### config.mk
export PLATFORM = sky130hd
export DESIGN_NAME = extint_conditioner
export DESIGN_NICKNAME = d
export VERILOG_FILES = /design/src/rtl/extint_pkg.sv /design/src/rtl/extint_qual_path.sv /design/src/rtl/extint_raw_edge.sv /design/src/rtl/extint_pend_bit.sv /design/src/rtl/extint_conditioner.sv
export SDC_FILE = /design/constraint.sdc
export NUM_CORES = 1
export LEC_CHECK = 0
export ABC_CLOCK_PERIOD_IN_PS = 1500
export BUFFER_PORTS_ARGS = -buffer_cell sky130_fd_sc_hd__buf_2
export CAP_MARGIN = 20
export CORE_MARGIN = 2
export CORE_UTILIZATION = 45
export DETAILED_ROUTE_END_ITERATION = 6
export GPL_ROUTABILITY_DRIVEN = 0
export GPL_TIMING_DRIVEN = 0
export PLACE_DENSITY = 0.68
export SETUP_SLACK_MARGIN = 0.15
export SLEW_MARGIN = 20
export SYNTH_ARGS = -nofsm -noshare
export SYNTH_HDL_FRONTEND = slang
export SYNTH_HIERARCHICAL = 1
export SYNTH_SLANG_ARGS = --single-unit
### constraint.sdc
create_clock -name clk -period 1.5 [get_ports clk]
set_input_delay 0.075 -clock clk [delete_from_list [all_inputs] [get_ports clk]]
set_output_delay 0.075 -clock clk [all_outputs]
set_load 0.1 [all_outputs]
### src/rtl/extint_pkg.sv
package extint_pkg;

    typedef enum logic {
        EDGE_FALL = 1'b0,
        EDGE_RISE = 1'b1
    } edge_sel_e;

    typedef struct packed {
        logic      filt_long;
        edge_sel_e edge_b;
        edge_sel_e edge_a;
    } mode_t;

    localparam int SRC_A   = 0;
    localparam int SRC_B   = 1;
    localparam int SRC_KEY = 2;
    localparam int NUM_SRC = 3;

    function automatic logic edge_hit(input logic prev, input logic cur, input edge_sel_e sel);
        return (sel == EDGE_RISE) ? (~prev & cur) : (prev & ~cur);
    endfunction

endpackage

### src/rtl/extint_qual_path.sv
module extint_qual_path
    import extint_pkg::*;
#(
    parameter int FILT_SHORT = 4,
    parameter int FILT_LONG  = 128
) (
    input  logic      clk,
    input  logic      rst,
    input  logic      pin,
    input  logic      use_long,
    input  edge_sel_e sel,
    output logic      evt
);
    localparam int CW = $clog2(FILT_LONG + 1);
    localparam logic [CW-1:0] LEN_S = CW'(FILT_SHORT);
    localparam logic [CW-1:0] LEN_L = CW'(FILT_LONG);

    logic [1:0]    sync_q;
    logic          lvl_q;
    logic [CW-1:0] run_q;
    logic [CW-1:0] len_cur;
    logic          s_lvl;
    logic          accept;

    assign s_lvl   = sync_q[1];
    assign len_cur = use_long ? LEN_L : LEN_S;
    assign accept  = (s_lvl != lvl_q) && (run_q >= len_cur - CW'(1));
    assign evt     = accept && edge_hit(lvl_q, s_lvl, sel);

    always_ff @(posedge clk) begin
        if (rst) begin
            sync_q <= 2'b11;
        end else begin
            sync_q <= {sync_q[0], pin};
        end
    end

    always_ff @(posedge clk) begin
        if (rst) begin
            lvl_q <= 1'b1;
            run_q <= '0;
        end else if (s_lvl == lvl_q) begin
            run_q <= '0;
        end else if (accept) begin
            lvl_q <= s_lvl;
            run_q <= '0;
        end else begin
            run_q <= run_q + CW'(1);
        end
    end

    // accepted level may only move to a value the synchroniser already held
    AST_LVL_QUALIFIED: assert property (@(posedge clk) disable iff (rst)
        !$stable(lvl_q) |-> ($past(s_lvl) == lvl_q));

endmodule

### src/rtl/extint_raw_edge.sv
module extint_raw_edge
    import extint_pkg::*;
#(
    parameter int W = 1
) (
    input  logic         clk,
    input  logic         rst,
    input  logic [W-1:0] din,
    input  logic [W-1:0] rise_sel,
    output logic [W-1:0] hit
);
    logic [W-1:0] cap1_q;
    logic [W-1:0] cap2_q;

    always_ff @(posedge clk) begin
        if (rst) begin
            cap1_q <= '1;
            cap2_q <= '1;
        end else begin
            cap1_q <= din;
            cap2_q <= cap1_q;
        end
    end

    for (genvar i = 0; i < W; i++) begin : g_bit
        assign hit[i] = edge_hit(cap2_q[i], cap1_q[i], edge_sel_e'(rise_sel[i]));
    end

endmodule

### src/rtl/extint_pend_bit.sv
module extint_pend_bit (
    input  logic clk,
    input  logic rst,
    input  logic set,
    input  logic clr,
    output logic flag
);
    always_ff @(posedge clk) begin
        if (rst) begin
            flag <= 1'b0;
        end else begin
            flag <= (flag & ~clr) | set;
        end
    end

    AST_PEND_HOLD: assert property (@(posedge clk) disable iff (rst)
        (flag && !clr) |=> flag);
    AST_CLR_DROPS: assert property (@(posedge clk) disable iff (rst)
        (clr && !set) |=> !flag);
    AST_SET_WINS: assert property (@(posedge clk) disable iff (rst)
        (set && clr) |=> flag);

endmodule

### src/rtl/extint_conditioner.sv
module extint_conditioner
    import extint_pkg::*;
#(
    parameter int FILT_SHORT = 4,
    parameter int FILT_LONG  = 128,
    parameter int KEY_W      = 4
) (
    input  logic             clk,
    input  logic             rst,
    input  logic             pin_a,
    input  logic             pin_b,
    input  logic [KEY_W-1:0] keys,
    input  logic             mode_we,
    input  logic [2:0]       mode_wdata,
    input  logic [2:0]       pend_clr,
    output logic [2:0]       pend
);
    mode_t              mode_q;
    logic [NUM_SRC-1:0] set_vec;
    logic [KEY_W-1:0]   key_hit;
    logic [0:0]         b_hit;

    always_ff @(posedge clk) begin
        if (rst) begin
            mode_q <= '{filt_long: 1'b0, edge_b: EDGE_FALL, edge_a: EDGE_FALL};
        end else if (mode_we) begin
            mode_q <= mode_t'(mode_wdata);
        end
    end

    extint_qual_path #(
        .FILT_SHORT(FILT_SHORT),
        .FILT_LONG (FILT_LONG)
    ) u_qual_a (
        .clk     (clk),
        .rst     (rst),
        .pin     (pin_a),
        .use_long(mode_q.filt_long),
        .sel     (mode_q.edge_a),
        .evt     (set_vec[SRC_A])
    );

    extint_raw_edge #(.W(1)) u_edge_b (
        .clk     (clk),
        .rst     (rst),
        .din     (pin_b),
        .rise_sel(mode_q.edge_b),
        .hit     (b_hit)
    );
    assign set_vec[SRC_B] = b_hit[0];

    extint_raw_edge #(.W(KEY_W)) u_edge_key (
        .clk     (clk),
        .rst     (rst),
        .din     (keys),
        .rise_sel({KEY_W{1'b0}}),
        .hit     (key_hit)
    );
    assign set_vec[SRC_KEY] = |key_hit;

    for (genvar s = 0; s < NUM_SRC; s++) begin : g_pend
        extint_pend_bit u_pend (
            .clk (clk),
            .rst (rst),
            .set (set_vec[s]),
            .clr (pend_clr[s]),
            .flag(pend[s])
        );
    end

    AST_MODE_LOAD: assert property (@(posedge clk) disable iff (rst)
        mode_we |=> (mode_q == $past(mode_wdata)));
    AST_MODE_HOLD: assert property (@(posedge clk) disable iff (rst)
        !mode_we |=> $stable(mode_q));

endmodule

**Yosys cells after proc, flatten, opt, wreduce, memory -nomap -nowiden**

Index checks and enable logic that the tools add are counted.

- Add/subtract/negate cells: 2
- Order comparisons: 1
- Eq/ne operators: 2
- Mux-type cells: 3
- Bitwise logic cells: 26
- Reduce and logical (&&, ||, !) cells: 5

Operators with widths:

| kind | number |
|---|---|
| NOT 1 bit | 12 |
| AND 1 bit | 11 |
| adder 8 x 1 -> 8 bit (second input constant) | 1 |
| greater-or-equal comparator 8 bit | 1 |
| two-way mux 8 bit | 1 |
| subtractor 8 x 1 -> 8 bit (second input constant) | 1 |
| OR reduction 4 bit | 1 |
| OR 1 bit | 3 |
| OR reduction 3 bit | 1 |
| logical AND 1 bit | 2 |
| two-way mux 1 bit | 2 |
| AND reduction 2 bit | 1 |
| == test 1 bit | 1 |
| inequality test 1 bit | 1 |

- Register bits: 27
- Input port bits: 15
- Output and inout port bits: 3
- Logic and storage cells: 52

**Logic depth before layout (Yosys ltp)**

Gate-level depths: netlist of the first run.

- Word-level depth: 6
- Depth in mapped cells: 8
- Mapped depth without buffers: 8

**Hierarchy**

The synthesis of the first run kept the hierarchy.

By module, submodules not included:

| module | times used | cells an instance | area an instance (um^2) | seq. area each (um^2) |
|---|---|---|---|---|
| extint_qual_path | 1 | 59 | 571.8 | 220.2 |
| extint_raw_edge (u_edge_key) | 1 | 28 | 300.3 | 160.2 |
| extint_pend_bit | 3 | 4 | 38.8 | 20.0 |
| extint_conditioner | 1 | 11 | 112.6 | 60.1 |
| extint_raw_edge (u_edge_b) | 1 | 7 | 75.1 | 40.0 |

**Worst setup path before layout of the first run**

Ideal clock, no wire load.

- Kind: register to register
- Start point: reg mode_q[2] in the netlist's numbering
- End point: reg g_pend[0].u_pend.flag
- Setup time: 67 ps
- Arrival: 1586 ps
- Required time: 1433 ps
- Slack: -153 ps
- Cell stages (with the launch flop): 9
- Path buffers: 0
- Period minus slack after synthesis: 1653 ps
- Cell sequence: dfxtp_1 > inv_1 > ha_1 > nand4b_1 > or3_4 > a21oi_2 > and2b_1 > inv_1 > a21oi_2

- Cells in the longest elaborated chain, start to end: 6

Ends and longest elaborated chain:

| what | line | RTL |
|---|---|---|
| from (decl) | extint_conditioner.sv:18 | `mode_t mode_q;` |
| from (signal assigned) | extint_conditioner.sv:25 | `mode_q <= '{filt_long: 1'b0, edge_b: EDGE_FALL, edge_a: EDGE_FALL};` |
| from (signal assigned) | extint_conditioner.sv:27 | `mode_q <= mode_t'(mode_wdata);` |
| two-way mux 8 bit | extint_qual_path.sv:26 | `assign len_cur = use_long ? LEN_L : LEN_S;` |
| subtractor 8 x 1 -> 8 bit | extint_qual_path.sv:27 | `assign accept = (s_lvl != lvl_q) && (run_q >= len_cur - CW'(1));` |
| greater-or-equal comparator 8 bit | extint_qual_path.sv:27 |  |
| logical AND 1 bit | extint_qual_path.sv:27 |  |
| logical AND 1 bit | extint_qual_path.sv:28 | `assign evt = accept && edge_hit(lvl_q, s_lvl, sel);` |
| named net set_vec[0] | extint_conditioner.sv:19 | `logic [NUM_SRC-1:0] set_vec;` |
| OR 1 bit | extint_pend_bit.sv:12 | `flag <= (flag & ~clr) \| set;` |
| to (signal assigned) | extint_pend_bit.sv:12 |  |
| to (decl) | extint_pend_bit.sv:6 | `output logic flag` |

The timed path passes the listed nets, and every way through them passes these cells.
A chain may end at the register's enable or synchronous reset.

**Worst setup path after layout of the first run**

Same ends and word-level chain as after synthesis.

==> results of run 1 <==
[logic make-up after synthesis]
family                   share of synthesized area
other                                      0.00319
AND/OR/NAND/NOR                              0.236
adder cells (fa/ha/maj)                     0.0851
multiplexers                                0.0426
flip-flops                                   0.460
XOR/XNOR                                    0.0447
buffers and inverters                       0.0223
AO/OA/AOI/OAI                                0.106
[worst paths after layout]
kind                       from               endpoint  cells past startpoint
max reg2reg           mode_q[2]  g_pend[0].u_pend/flag                      8
min                 pend_clr[2]  g_pend[2].u_pend/flag                      3
min reg2reg  u_qual_a/sync_q[0]     u_qual_a/sync_q[1]                      1
max                   mode_q[2]  g_pend[0].u_pend/flag                      8
[power breakdown]
part,leakage [nW],switching [mW],internal (mW),total (mW)
combinational,0.408,0.0872,0.0753,0.163
clock,0.0177,0.193,0.0997,0.293
sequential,0.221,0.0151,0.743,0.758
[layer usage]
metal | share of wire | global-route usage
met4 | 0.0063 | 0.0366
met5 | 0 | 0
met3 | 0.026 | 0.0484
met2 | 0.52 | 0.288
met1 | 0.45 | 0.176
[worst max-delay path, delay by kind of cell, from the launching register on]
kind,cells,cell delay [ns]
AOI/OAI and AO/OA,4,0.69
DFF,1,0.38
adders and majority gates,1,0.24
and+or+nand+nor,1,0.17
buffers and inverters,2,0.13
[state kept, by name, indices dropped and copies added, names as in the netlist]
| name | flops |
|---|---|
| u_edge_b/cap2_q | 1 |
| u_qual_a/lvl_q | 1 |
| u_qual_a/sync_q | 2 |
| mode_q | 3 |
| u_qual_a/run_q | 8 |
| u_edge_b/cap1_q | 1 |
| u_edge_key/cap2_q | 4 |
| g_pend.u_pend/flag | 3 |
| u_edge_key/cap1_q | 4 |
[Yosys cell counts (3+ instances only)]
master / instances
mux2i_1: 5
dfxtp_1: 27
ha_1: 8
or2_1: 9
or2_2: 3
o22ai_2: 5
nor2_1: 15
nand2b_1: 8
nand3_1: 4
nand2_1: 5
a21oi_2: 4
inv_1: 7
xor2_1: 4
[what timing repair did]
action                                  4_1_cts  5_1_grt
gates cloned                                  0        0
resized for setup                             0        4
hold buffers                                  9        0
hold endpoints to repair                      9        0
setup buffers                                 2        0
endpoints found under the setup margin       10       11
[cell type report]
type | instances | area [µm²] | share of cell area
Clock buffer | 3 | 22.5 | 0.0149
Sequential cell | 27 | 544 | 0.359
Inverter | 7 | 28.8 | 0.0190
Multi-Input combinational cell | 90 | 688 | 0.454
Clock inverter | 1 | 5.00 | 0.00330
Timing Repair Buffer | 28 | 190 | 0.125
Tap cell | 30 | 37.5 | 0.0248
==> results.tsv, run 1 <==
metric	value	unit
H-tree depth	1	
warnings from Yosys	6	
Pins Over Slew Limit	0	
first-pass GRT wire length	3340	µm
Worst Skew	0.00290	ns
slowest stage delay, CP	0.38	ns
main area contributors after synthesis	dfxtp_1 (46%), ha_1 (8.5%), o22ai_2 (5.3%)	
post-synthesis sequential area ratio	0.460	
# IOs	18	
final core utilization	0.612	
PD cells	800	nW/µm²
Post-Syn Instances	117	
worst slack, placed	-0.180	ns
Via density	4.69	
violations in the final reports	setup timing	
leakage power	0.647	nW
FFs w/ async S/R, synth	0	
WP data required	1.71	ns
Clk Latency, worst-skew pair	0.31	ns
CP startpoint kind	register	
Finished Layout Cells	186	
Root Buffer	clkbuf_4	
Post-DP HPWL	1390	µm
fin area	1520	µm²
HP Class	in -> reg	
crit-path max FO	5	
Global Route Usage Sum	0.157	
Layout area overhead	28.9	%
CORE AREA	2480	µm²
initial antenna violation count	0	
RSZ-0062 raised after global routing	yes	
clock sinks	27	
row count	18	
wire per inst	10.2	µm
WHS	0.0262	ns
VDD IR max	690	µV
Post-synth EDFFs	0	
detailed router's first-iteration violation count	12	
via count	873	
total power	1.21	mW
Synth Register Bits	27	
max_cap viols	0	
most common cell after layout, fill and taps aside	dfxtp_1	
Fillers	211	
CP arrival	1.91	ns
Distinct cells, synth	24	
worst setup margin	-0.207	ns
antenna cell count	0	
min Tclk post-route	1.71	ns
Syn Area/Cell	10.1	µm²
fin crit share	1.14	
first-pass iteration count of the detailed router	4	
top cell type's share of synthesized area	0.460	
Num CTS Buffers	3	
area leader, netlist	dfxtp_1	
Most used DFF post-synth	dfxtp_1	
most frequent cells in the layout	dfxtp_1 (24), buf_2 (17), nor2_1 (15)	
Peak Freq	586	MHz
layout cells sized above 1	0.288	
die area	3040	µm²
final setup fails	10	
cell total after placement	171	
Port Buffer Count	17	
largest net degree at the start of global routing	22	
Initial Util	0.475	
CTS tree	built	
Nets	180	
Die Span Y	55.1	µm
Routed Wire Length	1900	µm
CP Class	reg -> reg	
Overflow after GRT	0	
crit end category	register	
slowest CP cell	dfxtp_2	
final setup TNS	-1.13	ns
DIE WIDTH	55.1	µm
Mapped Area	1180	µm²
final hold vios	0	
r2r setup slk	-0.21	ns
DRC	0	
Placed Area	1370	µm²
Clock Pin Slew Worst Setup and Hold Paths	0.13	ns
vias in the first global route	808	
status	finished with violations	
post-route ant nets	0	
clock buffer depth	2	
CP cell instances	inv_4, ha_4, a21o_1, a211oi_2, a21oi_4, and2b_1, inv_1, a21oi_2	
Power figures use the tool's default switching activity.
==> run 2, diff against run 1 <==
--- a/config.mk
+++ b/config.mk
@@ -5,6 +5,7 @@
 export SDC_FILE = /design/constraint.sdc
 export NUM_CORES = 1
 export LEC_CHECK = 0
+export ABC_AREA = 1
 export ABC_CLOCK_PERIOD_IN_PS = 1500
 export BUFFER_PORTS_ARGS = -buffer_cell sky130_fd_sc_hd__buf_2
 export CAP_MARGIN = 20
==> run 2 against run 1 <==
Critical path type unchanged. Sequential power hardly changed. Global-route usage hardly changed. Synthesized cell count grew 39%. Clock power up 9.9%. Sequential share of layout area down 2.4 points. Combinational power is 12% higher. Setup slack better by 0.28 ns. The flow now finishes without violations. Count of clock-buffer cells in the layout unchanged.
==> results.tsv, run 2 <==
metric	value	unit
status	complete, no violations	
slowest stage delay, CP	0.41	ns
top cells by count, synth	inv_1 (35), nand2_1 (31), dfxtp_1 (27)	
Initial Util	0.463	
die area	3230	µm²
Clk Latency, worst-skew pair	0.34	ns
family with the most delay on the worst path	simple AND/OR/NAND/NOR gates	
Routed Wire Length	2200	µm
Peak Freq	700	MHz
Finished Layout Cells	231	
Root Buffer	clkbuf_4	
Overflow after GRT	0	
row count	19	
Port Buffer Count	17	
Syn Area/Cell	7.70	µm²
worst slack, placed	0.0610	ns
Post-synth EDFFs	0	
Worst Reg2Reg Path Length in Cells	10	
max reg flops	8	
Hold Crit Depth	5	
WHS	0.00808	ns
final hold vios	0	
fin crit share	0.953	
layout cells sized above 1	0.250	
VDD IR max	578	µV
Critical Path Most Common Cell	nand2_2	
Fillers	245	
detailed router's first-iteration violation count	40	
CP arrival	1.72	ns
Clock Pin Slew Worst Setup and Hold Paths	0.15	ns
Num CTS Buffers	3	
# IOs	18	
CP cell instances	inv_8, ha_4, nand2_4, nor2_4, nand3_4, nand2_2, nand2_2, nor2_1, inv_1, a21oi_2	
first-pass iteration count of the detailed router	3	
Global Route Usage Sum	0.157	
postcts setup bufs	0	
Worst Skew	0.0148	ns
slowest CP cell	dfxtp_4	
cell total after placement	218	
warnings from Yosys	6	
CP Depth	10	
area leader, netlist	dfxtp_1	
crit end category	register	
Post-Syn Instances	163	
DIE WIDTH	56.8	µm
WP data required	1.79	ns
total power	1.26	mW
RSZ-0062 raised after global routing	yes	
leakage power	0.798	nW
Post-DP HPWL	1500	µm
H-tree depth	1	
Bufs and invs on worst path	2	
top cell type's share of synthesized area	0.431	
crit-path max FO	5	
wire per inst	9.50	µm
clock buffer depth	2	
first-pass GRT wire length	3930	µm
antenna cell count	0	
main area contributors after synthesis	dfxtp_1 (43%), inv_1 (10%), nand2_1 (9.3%)	
Layout area overhead	29.7	%
r2r setup slk	0.07	ns
most frequent cells in the layout	inv_1 (34), nand2_1 (26), dfxtp_1 (25)	
Via density	4.43	
final setup fails	0	
vias in the first global route	1007	
CTS tree	built	
post-synthesis sequential area ratio	0.431	
count leader, synth	inv_1	
Most used DFF post-synth	dfxtp_1	
Pins Over Slew Limit	0	
PD cells	777	nW/µm²
largest net degree at the start of global routing	17	
post-route ant nets	0	
Nets	224	
clock sinks	27	
DRC	0	
Die Span Y	56.8	µm
most common cell after layout, fill and taps aside	inv_1	
worst setup margin	0.0707	ns
via count	1023	
initial antenna violation count	0	
CORE AREA	2710	µm²
CP startpoint kind	register	
Synth Register Bits	27	
Distinct cells, synth	17	
min Tclk post-route	1.43	ns
HP Class	in -> reg	
Reg with most FFs	u_qual_a/run_q	
largest registers	u_qual_a/run_q x8, u_edge_key/cap1_q x4, u_edge_key/cap2_q x4	
FFs w/ async S/R, synth	0	
Mapped Area	1250	µm²
CP Class	reg -> reg	
max_cap viols	0	
## run 2: cell types whose count changed after synthesis, moves of 4 or more
cell	before	now
inv_1	7	35
mux2i_1	5	1
nand2_1	5	31
nand2b_1	8	0
nand3_1	4	15
nor2_1	15	20
o22ai_2	5	0
## run 2: path summary, 6_finish.rpt
kind                            from                     to
setup / recovery           mode_q[2]  g_pend[0].u_pend/flag
hold / removal         mode_wdata[2]              mode_q[2]
setup reg to reg           mode_q[2]  g_pend[0].u_pend/flag
hold reg to reg   u_qual_a/sync_q[0]     u_qual_a/sync_q[1]
## run 2: tightest hold or removal path: stages
cell,delay [ns]
buf_2,0.09
inv_1,0.04
nand2_1,0.04
nand2_1,0.05
nor2_1,0.03
## run 2: what timing repair did
action / CTS / global route
gates resized for setup: 9 / 7
hold buffers: 9 / 0
endpoints found under the setup margin: 10 / 10
hold endpoints to repair: 9 / 0
pin swaps: 11 / 6
## run 2: routing by layer
metal / vias up / routed length, µm / track usage
met4: 0 / 50 / 0.0897
li1: 557 / - / -
met2: 12 / 1130 / 0.284
met5: - / 0 / 0
met3: 4 / 70 / 0.0276
met1: 450 / 940 / 0.169
## run 2: logic make-up after synthesis
family / Yosys count / share of synthesized area
fa+ha+maj: 8 / 0.0798
compound gates: 4 / 0.0279
buf+inv: 35 / 0.105
simple gates: 82 / 0.311
xor+xnor: 5 / 0.0349
mux: 1 / 0.00798
flops: 27 / 0.431
other cells: 1 / 0.00299
## run 2: area by class of cell
class,count,area [µm²],area share
Clock buffer,3,22.5,0.0138
Inverter,35,139,0.0853
Multi-Input combinational cell,108,699,0.430
Timing Repair Buffer,26,175,0.108
Tap cell,31,38.8,0.0238
Clock inverter,1,7.51,0.00461
Sequential cell,27,546,0.335
## run 2: power breakdown
part | total [mW] | internal, mW | switching, mW | leakage [nW]
sequential | 0.758 | 0.743 | 0.0154 | 0.223
combinational | 0.183 | 0.0757 | 0.108 | 0.562
clock | 0.322 | 0.102 | 0.220 | 0.0139
## run 2: per-stage QoR
stage               setup TNS, ns  cell area, µm²   util
floorplan                       0            1320      -
detailed placement              0            1440  0.531
CTS                             0            1610  0.592
global placement                0            1440  0.531
finish                          0            1630  0.601
global route              -0.0103            1630  0.601
==> run 3, diff against run 2 <==
--- a/config.mk
+++ b/config.mk
@@ -6,7 +6,7 @@
 export NUM_CORES = 1
 export LEC_CHECK = 0
 export ABC_AREA = 1
-export ABC_CLOCK_PERIOD_IN_PS = 1500
+export ABC_CLOCK_PERIOD_IN_PS = 1540
 export BUFFER_PORTS_ARGS = -buffer_cell sky130_fd_sc_hd__buf_2
 export CAP_MARGIN = 20
 export CORE_MARGIN = 2
@@ -14,7 +14,7 @@
 export DETAILED_ROUTE_END_ITERATION = 6
 export GPL_ROUTABILITY_DRIVEN = 0
 export GPL_TIMING_DRIVEN = 0
-export PLACE_DENSITY = 0.68
+export PLACE_DENSITY = 0.65
 export SETUP_SLACK_MARGIN = 0.15
 export SLEW_MARGIN = 20
 export SYNTH_ARGS = -nofsm -noshare
==> constraint.sdc (replaced) <==
create_clock -name clk -period 1.54 [get_ports clk]
set_input_delay 0.077 -clock clk [delete_from_list [all_inputs] [get_ports clk]]
set_output_delay 0.077 -clock clk [all_outputs]
set_load 0.1 [all_outputs]
==> run 3 against run 2 <==
Clock skew fell by 0.0019 ns. Non-clock buffer count did not move. Count of clock-buffer cells in the layout did not move. Combinational power barely moved. Die area did not move. Global-route usage rose by 1.3 points. Cell count did not move. Power fell by 2.5%. Setup slack improved by 0.062 ns. Worst hold slack improved by 0.026 ns. Routed wire length rose by 8.8%. Critical path type unchanged. Highest routed layer unchanged.
==> results.tsv, run 3 (same netlist as run 2, synthesis figures left out) <==
metric	value	unit
vias in the first global route	1063	
DRC	0	
Pins Over Slew Limit	0	
WHS	0.0342	ns
Nets	224	
layout cells sized above 1	0.280	
Layout area overhead	33.2	%
Die Span Y	56.8	µm
most common cell after layout, fill and taps aside	inv_1	
Overflow after GRT	0	
Peak Freq	711	MHz
most frequent cells in the layout	inv_1 (34), nand2_1 (25), dfxtp_1 (24)	
RSZ-0062 raised after global routing	yes	
Routed Wire Length	2390	µm
max_cap viols	0	
initial antenna violation count	0	
die area	3230	µm²
max reg flops	8	
Port Buffer Count	17	
VDD IR max	480	µV
final setup TNS	0	ns
status	complete, no violations	
final setup fails	0	
clock buffer depth	2	
Clk Latency, worst-skew pair	0.32	ns
CP startpoint kind	register	
crit path launch	mode_q[2]	
largest net degree at the start of global routing	17	
slowest stage delay, CP	0.40	ns
antenna cell count	0	
Worst Skew	0.0130	ns
CTS tree	built	
via count	1044	
Global Route Usage Sum	0.170	
Critical R2R Launch	mode_q[2]	
HP Class	in -> reg	
detailed router's first-iteration violation count	18	
cell total after placement	218	
# IOs	18	
wire per inst	10.3	µm
CORE AREA	2710	µm²
Post-DP HPWL	1680	µm
first-pass iteration count of the detailed router	4	
first-pass GRT wire length	4320	µm
post-route ant nets	0	
CP cell instances	inv_8, ha_4, nand2_4, nor2_4, nand3_4, nand2_4, nand2_4, nor2_2, inv_1, a21oi_2	
Clock Pin Slew Worst Setup and Hold Paths	0.14	ns
Initial Util	0.463	
Root Buffer	clkbuf_4	
min Tclk post-route	1.41	ns
crit-path max FO	5	
Reg with most FFs	u_qual_a/run_q	
leakage power	0.815	nW
Hold Startpoint	mode_wdata[2]	
Placed Area	1410	µm²
final hold vios	0	
clock sinks	27	
fin crit share	0.914	
fin area	1670	µm²
row count	19	
Num CTS Buffers	3	
largest registers	u_qual_a/run_q x8, u_edge_key/cap1_q x4, u_edge_key/cap2_q x4	
Critical Path Most Common Cell	nand2_4	
PD cells	737	nW/µm²
WP data required	1.80	ns
DIE WIDTH	56.8	µm
postcts setup bufs	0	
CP Class	reg -> reg	
Via density	4.52	
Finished Layout Cells	231	
slowest CP cell	dfxtp_4	
H-tree depth	1	
crit end category	register	
CP arrival	1.67	ns
==> run 3: cell types whose count changed in the layout (fill, tap and decap cells not counted), moves of 2 or more <==
cell,change
nand2_2,-2
nand2_4,+3
nor2_1,-3
nor2_2,+2
==> run 3: per-layer routing <==
layer  GRT usage  up-vias  part of all wire
met5           0        -                 0
met4      0.0399        0            0.0080
met3      0.0300        2             0.024
met2       0.342       13              0.56
met1       0.178      474              0.41
li1            -      555                 -
==> run 3: through the flow <==
stage | total power, mW | setup slack, ns | utilization
CTS | 1.23 | 0.0893 | 0.595
finish | 1.23 | 0.133 | 0.617
floorplan | 0.852 | 0.164 | -
global placement | 0.887 | 0.0749 | 0.519
detailed placement | 0.895 | 0.0499 | 0.519
global route | 1.31 | 0.0384 | 0.617
==> run 3: final cells by class <==
cell class	count	area [µm²]
Tap cell	31	38.8
Inverter	35	139
Multi-Input combinational cell	108	742
Timing Repair Buffer	26	175
Fill cell	239	1040
Clock buffer	3	22.5
Clock inverter	1	7.51
Sequential cell	27	547
==> run 3: report_power, final <==
group          switching (mW)  total, mW  internal, mW
Combinational           0.108      0.184        0.0760
Clock                   0.209      0.308        0.0990
Sequential             0.0164      0.740         0.724
Total                   0.333       1.23         0.899
==> run 3: timing repair <==
action                     CTS  global route
hold buffers                 8             1
resized for setup           15            16
hold endpoints to repair     8             1
gates cloned                 0             0
setup endpoints to repair   10            10
pin swaps                   10             9
==> run 3: path summary, 6_finish.rpt <==
path | to | depth (start not counted) | slack [ns]
worst min-delay path | mode_q[2] | 5 | 0.03
worst max register to register | g_pend[0].u_pend/flag | 10 | 0.13
worst max-delay path | g_pend[0].u_pend/flag | 10 | 0.13
worst min register to register | u_qual_a/sync_q[1] | 1 | 0.44
==> run 3: worst max-delay path, delay by kind of cell (launching register included) <==
family,cells,cell delay [ns]
AOI/OAI and AO/OA,1,0.09
adders and majority gates,1,0.27
buffers and inverters,2,0.11
DFF,1,0.40
and+or+nand+nor,6,0.49
